File: config.mk
export PLATFORM = sky130hd
export DESIGN_NAME = rule_chain_classifier
export DESIGN_NICKNAME = d
export VERILOG_FILES = /design/src/rtl/rule_chain_classifier.sv
export SDC_FILE = /design/constraint.sdc
export NUM_CORES = 2
export LEC_CHECK = 0
export CORE_UTILIZATION = 30
export CTS_CLUSTER_SIZE = 30
export DETAILED_ROUTE_END_ITERATION = 10
export GPL_TIMING_DRIVEN = 0
export MAX_ROUTING_LAYER = met4
export PLACE_DENSITY_LB_ADDON = 0.2
export SETUP_SLACK_MARGIN = 0.3
export SYNTH_ARGS = -nofsm -noshare
export SYNTH_HDL_FRONTEND = slang
export SYNTH_SLANG_ARGS = --single-unit
File: constraint.sdc
create_clock -name clk -period 13.5 [get_ports clk]
set_clock_uncertainty 0.05 [all_clocks]
set_input_delay 2.025 -clock clk [delete_from_list [all_inputs] [get_ports clk]]
set_output_delay 2.025 -clock clk [all_outputs]
set_load 0.01 [all_outputs]
File: src/rtl/rule_chain_classifier.sv
`timescale 1ns/1ps
module rule_chain_classifier #(
  parameter int NSTAGE = 4,
  parameter int NFIELD = 4,
  parameter int FW     = 32
) (
  input  logic                           clk,
  input  logic                           rst_n,
  input  logic                           in_valid,
  input  logic [NFIELD*FW-1:0]           in_fields,
  input  logic [NFIELD-1:0]              in_fvalid,
  input  logic                           dflt_fwd,
  input  logic                           cfg_valid,
  input  logic                           cfg_first,
  input  logic [3+NFIELD+2*NFIELD*FW-1:0] cfg_rule,
  output logic                           out_valid,
  output logic [NFIELD*FW-1:0]           out_fields,
  output logic [NFIELD-1:0]              out_fvalid,
  output logic                           out_matched,
  output logic                           out_fwd
);
  localparam int DW = NFIELD * FW;
  localparam int RW = 3 + NFIELD + 2 * NFIELD * FW;
  localparam int EB = 3;
  localparam int VB = 3 + NFIELD;
  localparam int IW = (NSTAGE > 1) ? $clog2(NSTAGE) : 1;

  logic [RW-1:0] act_rule [NSTAGE];
  logic [RW-1:0] shadow   [NSTAGE];
  logic [IW-1:0] cfg_idx;
  logic [IW-1:0] wr_idx;
  logic          wr_last;

  assign wr_idx  = cfg_first ? '0 : cfg_idx;
  assign wr_last = (wr_idx == IW'(NSTAGE - 1));

  always_ff @(posedge clk or negedge rst_n) begin
    if (!rst_n) begin
      cfg_idx <= '0;
      for (int j = 0; j < NSTAGE; j++) act_rule[j] <= '0;
    end else if (cfg_valid) begin
      if (wr_last) begin
        cfg_idx <= '0;
        for (int j = 0; j < NSTAGE; j++)
          act_rule[j] <= (j == NSTAGE - 1) ? cfg_rule : shadow[j];
      end else begin
        cfg_idx <= wr_idx + IW'(1);
      end
    end
  end

  always_ff @(posedge clk) begin
    if (cfg_valid && !wr_last) shadow[wr_idx] <= cfg_rule;
  end

  logic [NSTAGE:0] c_v, c_dec, c_vd;
  logic [DW-1:0]     c_f  [NSTAGE+1];
  logic [NFIELD-1:0] c_fv [NSTAGE+1];

  assign c_v[0]   = in_valid;
  assign c_dec[0] = 1'b0;
  assign c_vd[0]  = 1'b0;
  assign c_f[0]   = in_fields;
  assign c_fv[0]  = in_fvalid;

  for (genvar k = 0; k < NSTAGE; k++) begin : g_stage
    logic              s1_v, s2_v, s3_v, s4_v;
    logic [DW-1:0]     s1_f, s2_f, s3_f, s4_f;
    logic [NFIELD-1:0] s1_fv, s2_fv, s3_fv, s4_fv;
    logic              s1_dec, s2_dec, s3_dec, s4_dec;
    logic              s1_vd, s2_vd, s3_vd, s4_vd;
    logic [RW-1:0]     s1_r;
    logic [NFIELD-1:0] fm_c, s2_fm;
    logic              s2_on, s2_neg, s2_act;
    logic              s3_hit, s3_act;

    always_ff @(posedge clk or negedge rst_n) begin
      if (!rst_n) begin
        s1_v <= 1'b0;
        s2_v <= 1'b0;
        s3_v <= 1'b0;
        s4_v <= 1'b0;
      end else begin
        s1_v <= c_v[k];
        s2_v <= s1_v;
        s3_v <= s2_v;
        s4_v <= s3_v;
      end
    end

    always_comb begin
      for (int f = 0; f < NFIELD; f++) begin
        fm_c[f] = !s1_r[EB+f] ||
                  (s1_fv[f] &&
                   ((s1_f[f*FW +: FW] & s1_r[VB+2*FW*f+FW +: FW]) ==
                    (s1_r[VB+2*FW*f +: FW] & s1_r[VB+2*FW*f+FW +: FW])));
      end
    end

    always_ff @(posedge clk) begin
      s1_f   <= c_f[k];
      s1_fv  <= c_fv[k];
      s1_dec <= c_dec[k];
      s1_vd  <= c_vd[k];
      s1_r   <= act_rule[k];

      s2_f   <= s1_f;
      s2_fv  <= s1_fv;
      s2_dec <= s1_dec;
      s2_vd  <= s1_vd;
      s2_fm  <= fm_c;
      s2_on  <= s1_r[0];
      s2_neg <= s1_r[1];
      s2_act <= s1_r[2];

      s3_f   <= s2_f;
      s3_fv  <= s2_fv;
      s3_dec <= s2_dec;
      s3_vd  <= s2_vd;
      s3_hit <= s2_on & ((&s2_fm) ^ s2_neg);
      s3_act <= s2_act;

      s4_f   <= s3_f;
      s4_fv  <= s3_fv;
      s4_dec <= s3_dec | s3_hit;
      s4_vd  <= s3_dec ? s3_vd : (s3_hit & s3_act);
    end

    assign c_v[k+1]   = s4_v;
    assign c_f[k+1]   = s4_f;
    assign c_fv[k+1]  = s4_fv;
    assign c_dec[k+1] = s4_dec;
    assign c_vd[k+1]  = s4_vd;
  end

  assign out_valid   = c_v[NSTAGE];
  assign out_fields  = c_f[NSTAGE];
  assign out_fvalid  = c_fv[NSTAGE];
  assign out_matched = c_dec[NSTAGE];
  assign out_fwd     = c_dec[NSTAGE] ? c_vd[NSTAGE] : dflt_fwd;
endmodule

=== Word-level counts from Yosys, hierarchy flattened ===
Memories as Yosys holds them, arrays and structs flattened. A register that Yosys moved wholly into a read port is not among the register bits.
Index checks and enable logic that the tools add are counted.
W data, S select, Z words.

* Flip-flop bits (word level): 3507
* RAM bits: 1052
* Input port bits: 401
* Output and inout bits: 135
* Logic and storage cells: 236
* Memories: 1

{| class="wikitable"
|+ Memories
! memory !! depth !! bits a word !! read ports !! clocked after memory_dff !! write ports !! line !! RTL
|-
| shadow || 4 || 263 || 3 || 3 || 1 || 29 || <nowiki>logic [RW-1:0] shadow [NSTAGE];</nowiki>
|}

* $add $sub $neg: 1
* Equal/unequal tests: 17
* Mux-type cells: 8
* Bitwise operators: 47
* Reduce and logical (&&, ||, !) cells: 58

{| class="wikitable"
|+ Operator list
! kind !! number
|-
| $and A32 B32 Y32 || 32
|-
| $eq A32 B32 Y1 || 16
|-
| $logic_not A1 Y1 || 20
|-
| $logic_and A1 B1 Y1 || 17
|-
| $logic_or A1 B1 Y1 || 16
|-
| $reduce_and A4 Y1 || 4
|-
| $and A1 B1 Y1 || 8
|-
| $mux W1 || 6
|-
| $mux W2 || 2
|-
| $xor A1 B1 Y1 || 4
|-
| $or A1 B1 Y1 || 3
|-
| $add A2 B1 Y2 const B || 1
|-
| $eq A2 B2 Y1 const B || 1
|-
| $reduce_and A2 Y1 || 1
|}

=== Longest topological paths before layout ===
* Word-level depth: 6
* Mapped depth: 8
* Mapped depth without buffers: 5

=== Worst setup path after synthesis ===
OpenSTA, ideal clock, no wires.

* Path kind: input to register
* From: in cfg_first
* To: mem shadow[0][0] in the netlist's numbering, enable pin
* Library setup time: 0.659 ns
* Data arrival time: 8.584 ns
* Required time: 12.791 ns
* Path slack: 4.207 ns
* Stages on the path: 5
* Buffers on the path: 0
* Cell sequence: nand2b_1 > inv_1 > ha_1 > nor2b_1 > and2_1

* Longest elaborated chain between the ends: 6

{| class="wikitable"
|+ Ends and longest elaborated chain
! element !! line !! RTL
|-
| from (decl) || 14 || <nowiki>input logic cfg_first,</nowiki>
|-
| $mux W2 * || 34 || <nowiki>assign wr_idx = cfg_first ? '0 : cfg_idx;</nowiki>
|-
| $eq A2 B2 Y1 || 35 || <nowiki>assign wr_last = (wr_idx == IW'(NSTAGE - 1));</nowiki>
|-
| $logic_not A1 Y1 || 53 || <nowiki>if (cfg_valid && !wr_last) shadow[wr_idx] <= cfg_rule;</nowiki>
|-
| $logic_and A1 B1 Y1 || 53 ||
|-
| $mux W1 || 53 ||
|-
| $mux W1 (not written as such) || 53 ||
|-
| to (decl) || 29 ||
|}

Mark *: on every way between the ends. The rest lies on a longest branch, timed or not.

=== Final worst setup path ===
* From: in dflt_fwd
* To: out out_fwd

* Longest elaborated chain between the ends: 1

{| class="wikitable"
|+ Ends and longest elaborated chain
! element !! line !! RTL
|-
| from (decl) || 12 || <nowiki>input logic dflt_fwd,</nowiki>
|-
| $mux W1 || 140 || <nowiki>assign out_fwd = c_dec[NSTAGE] ? c_vd[NSTAGE] : dflt_fwd;</nowiki>
|-
| to (decl) || 20 || <nowiki>output logic out_fwd</nowiki>
|}

Every way passes these cells.

==> impl_metrics.yaml <==
timing:
  relSlewSlack: 0.179
  slew_viol_final: 0
  hold_viol_final: 0
  holdWs_ps: 248
  fmax_mhz: 191
  worst_pin_slew_ps: 1220
  setup_slack_ps: 8280
  setup_tns_ps: 0
  fin_crit_sh: 0.387
  rsz0062_at_grt: "false"
  finalSetupViolations: 0
  period_needed_ps: 5220
synthesis:
  synth.area.mux_share: 0.0878
  synth_top_family_by_area: "multiplexers"
  seq_area_frac_synth: 0.851
  synth_seq_cells: 5085
  yosys_warnings: 0
  synth_fp_nets: 7549
  syn_area_per_cell_um2: 18.9
  yosys.area.top_type: "dfxtp_1"
  synth_xor_area_frac: 0.0334
  synthAdderAreaFrac: 0.000370
  syn-cell-area_mm2: 0.135
  synth.top_cells.by_area: "dfxtp_1 (48%), dfrtp_1 (20%), edfxtp_1 (18%)"
  synth-simple-area-share: 0.00448
  synth_cell_types: 28
  syn_inst: 7144
  synth-compound-area-share: 0.0166
  synth_top_area_share: 0.478
global_routing:
  grt_use_total: 0.150
  gr-total-overflow: 0
  antenna_found_initial: 82
  grt_pass1_wl_mm: 465
  grt_max_degree: 146
  first_global_vias: 61500
worst_setup_path:
  path_class: "in2out"
  start_kind: "input pin"
  end_kind: "output pin"
  r2r_slack_ps: 10240
  arrival_ps: 3150
  worstPathMaxFanout: 1
  cp.required_ps: 11430
cts:
  clk_latency_ps: 1020
  numCtsBuffers: 533
  postCtsSetupBuffers: 0
  cts.sinks: 5085
  cts_max_level: 6
  cts_tree: "done"
  clk_pin_slew_ps: 60
  cts_hold_buf: 0
  cts_root_buf: "clkbuf_16"
  cts_resized: 0
  max-clock-path-buffers: 4
detailed_routing:
  routed_wl_mm: 335
  routedWlPerCell_um: 22.8
  drtIter0Drc: 3217
  num_vias: 58700
  remaining_drc_errors: 0
  dr.pass1.iters: 5
  viasPerCell: 4.00
  ant_nets: 0
die:
  fp.dieW_um: 673
  die_area_mm2: 0.453
  die_y_um: 673
  ios: 536
  row_count: 246
  start_util: 0.301
  fp.coreArea_mm2: 0.449
layout:
  drive_gt1_frac: 0.232
  fin_area_mm2: 0.167
  final_nets: 8645
  register_area_mm2: 0.115
  nFillCells: 41500
  area_growth_pct: 23.4
  multiInputGateArea_mm2: 0.0193
placed_design:
  gp_congestion: 0.787
  hpwl_mm: 228
  dpl_worst_slack_ps: 7660
  io_buffers: 534
  postPlaceCellArea_mm2: 0.149
worst_hold_path:
  hp-class: "reg2reg"
power:
  powerDensity_mw_per_mm2: 238
  leakagePower_nw: 67.0
  power_mw: 39.7
  ir_worst_vdd_uv: 140
job:
  drv_cap: 0
outcome:
  status: "completed"
-- worst max-delay path, stage by stage --
cell	delay [ps]
clkdlybuf4s50_1	400
mux2_2	260
clkdlybuf4s50_1	470
-- where the power goes --
part / internal, mW / total (mW) / switching [mW]
clock: 8.44 / 14.6 / 6.16
sequential: 19.3 / 20.8 / 1.53
combinational: 2.04 / 4.27 / 2.23
total: 29.8 / 39.7 / 9.92
-- layer usage --
metal | vias to the layer above | global-route usage | routed length [um]
met1 | 30000 | 0.194 | 152000
li1 | 26900 | - | -
met5 | - | - | 0
met2 | 1237 | 0.242 | 161000
met4 | 0 | 0.0446 | 9060
met3 | 561 | 0.0259 | 13100
-- path summary, 6_finish.rpt --
| kind | to | start | depth (start not counted) |
|---|---|---|---|
| setup / recovery | out_fwd | dflt_fwd | 3 |
| max in group asynchronous | act_rule[733] | rst_n | 4 |
| min in group asynchronous | act_rule[860] | rst_n | 1 |
| setup reg to reg | g_stage[0].s2_fm[1] | g_stage[0].s1_f[51] | 5 |
| hold reg to reg | out_fields[32] | g_stage[3].s3_f[32] | 0 |
| hold / removal | out_fields[32] | g_stage[3].s3_f[32] | 0 |
-- Yosys cell counts --
cell and count:
mux2_2 1027, nor2b_1 1, dfxtp_1 3226, nor2_1 1, edfxtp_1 789, a22o_1 16
nand2b_1 2, xor2_1 512, a221oi_1 1, buf_2 86, o41ai_1 1, ha_1 4
mux2_1 27, buf_6 31, a221oi_2 15, o41ai_2 15, a222oi_1 16, nand2_2 1
inv_1 2, or2_2 3, nand2_1 22, a22oi_1 192, o21ai_0 3, a21oi_1 1
nand4_1 68, dfrtp_1 1070, xnor2_1 4, and2_1 8
-- logic make-up after synthesis --
logic type / after synthesis
buffers and inverters: 119
DFF: 5085
xor gates and xnor gates: 516
muxes: 1054
AOI/OAI and AO/OA: 260
and+or+nand+nor: 106
adders and majority gates: 4
-- flip-flops by register name, indices dropped and copies added (netlist names), 12 cells and up --
signal         count
act_rule        1052
g_stage.s1_r    1052
shadow           789
g_stage.s1_f     512
g_stage.s2_f     512
g_stage.s3_f     512
g_stage.s4_f     384
out_fields       128
g_stage.s1_fv     16
g_stage.s2_fm     16
g_stage.s2_fv     16
g_stage.s3_fv     16
g_stage.s4_fv     12
-- stage by stage --
stage | instances | util
6_report | 14700 | 0.372
5_1_grt | 14700 | 0.371
4_1_cts | 14600 | 0.371
3_5_place_dp | 13700 | 0.331
3_3_place_gp | 13600 | 0.330
2_1_floorplan | 7144 | -
-- final cells by class --
class / count / area share
Timing Repair Buffer: 561 / 0.0365
Antenna cell: 33 / 0.000495
Sequential cell: 5085 / 0.690
Multi-Input combinational cell: 1940 / 0.116
Tap cell: 5952 / 0.0447
Clock inverter: 198 / 0.0152
Clock buffer: 791 / 0.0925
Inverter: 2 / 0.0000450
Buffer: 117 / 0.00468
-- cell usage in the layout, fill, tap and decap left out, types with 3 or more instances in the layout --
master	instances
mux2_2	1027
nand2_1	22
o21ai_0	3
mux2_1	27
clkinvlp_4	6
diode_2	33
a222oi_1	16
clkinv_8	12
inv_6	13
xnor2_1	4
ha_1	4
clkinv_2	80
and2_4	3
a22o_1	16
clkbuf_8	88
dfrtp_1	1070
clkdlybuf4s50_1	533
buf_16	26
bufinv_16	19
a221oi_2	15
inv_8	3
o41ai_2	15
buf_6	31
nand4_1	68
clkbuf_16	544
clkbuf_1	159
edfxtp_1	789
and2_1	5
inv_4	3
clkinv_16	28
clkinv_1	18
dfxtp_1	3226
or2_2	3
inv_16	10
clkinv_4	6
a22oi_1	192
xor2_1	512
buf_2	86
No activity file was read; power rests on OpenSTA's default activity.
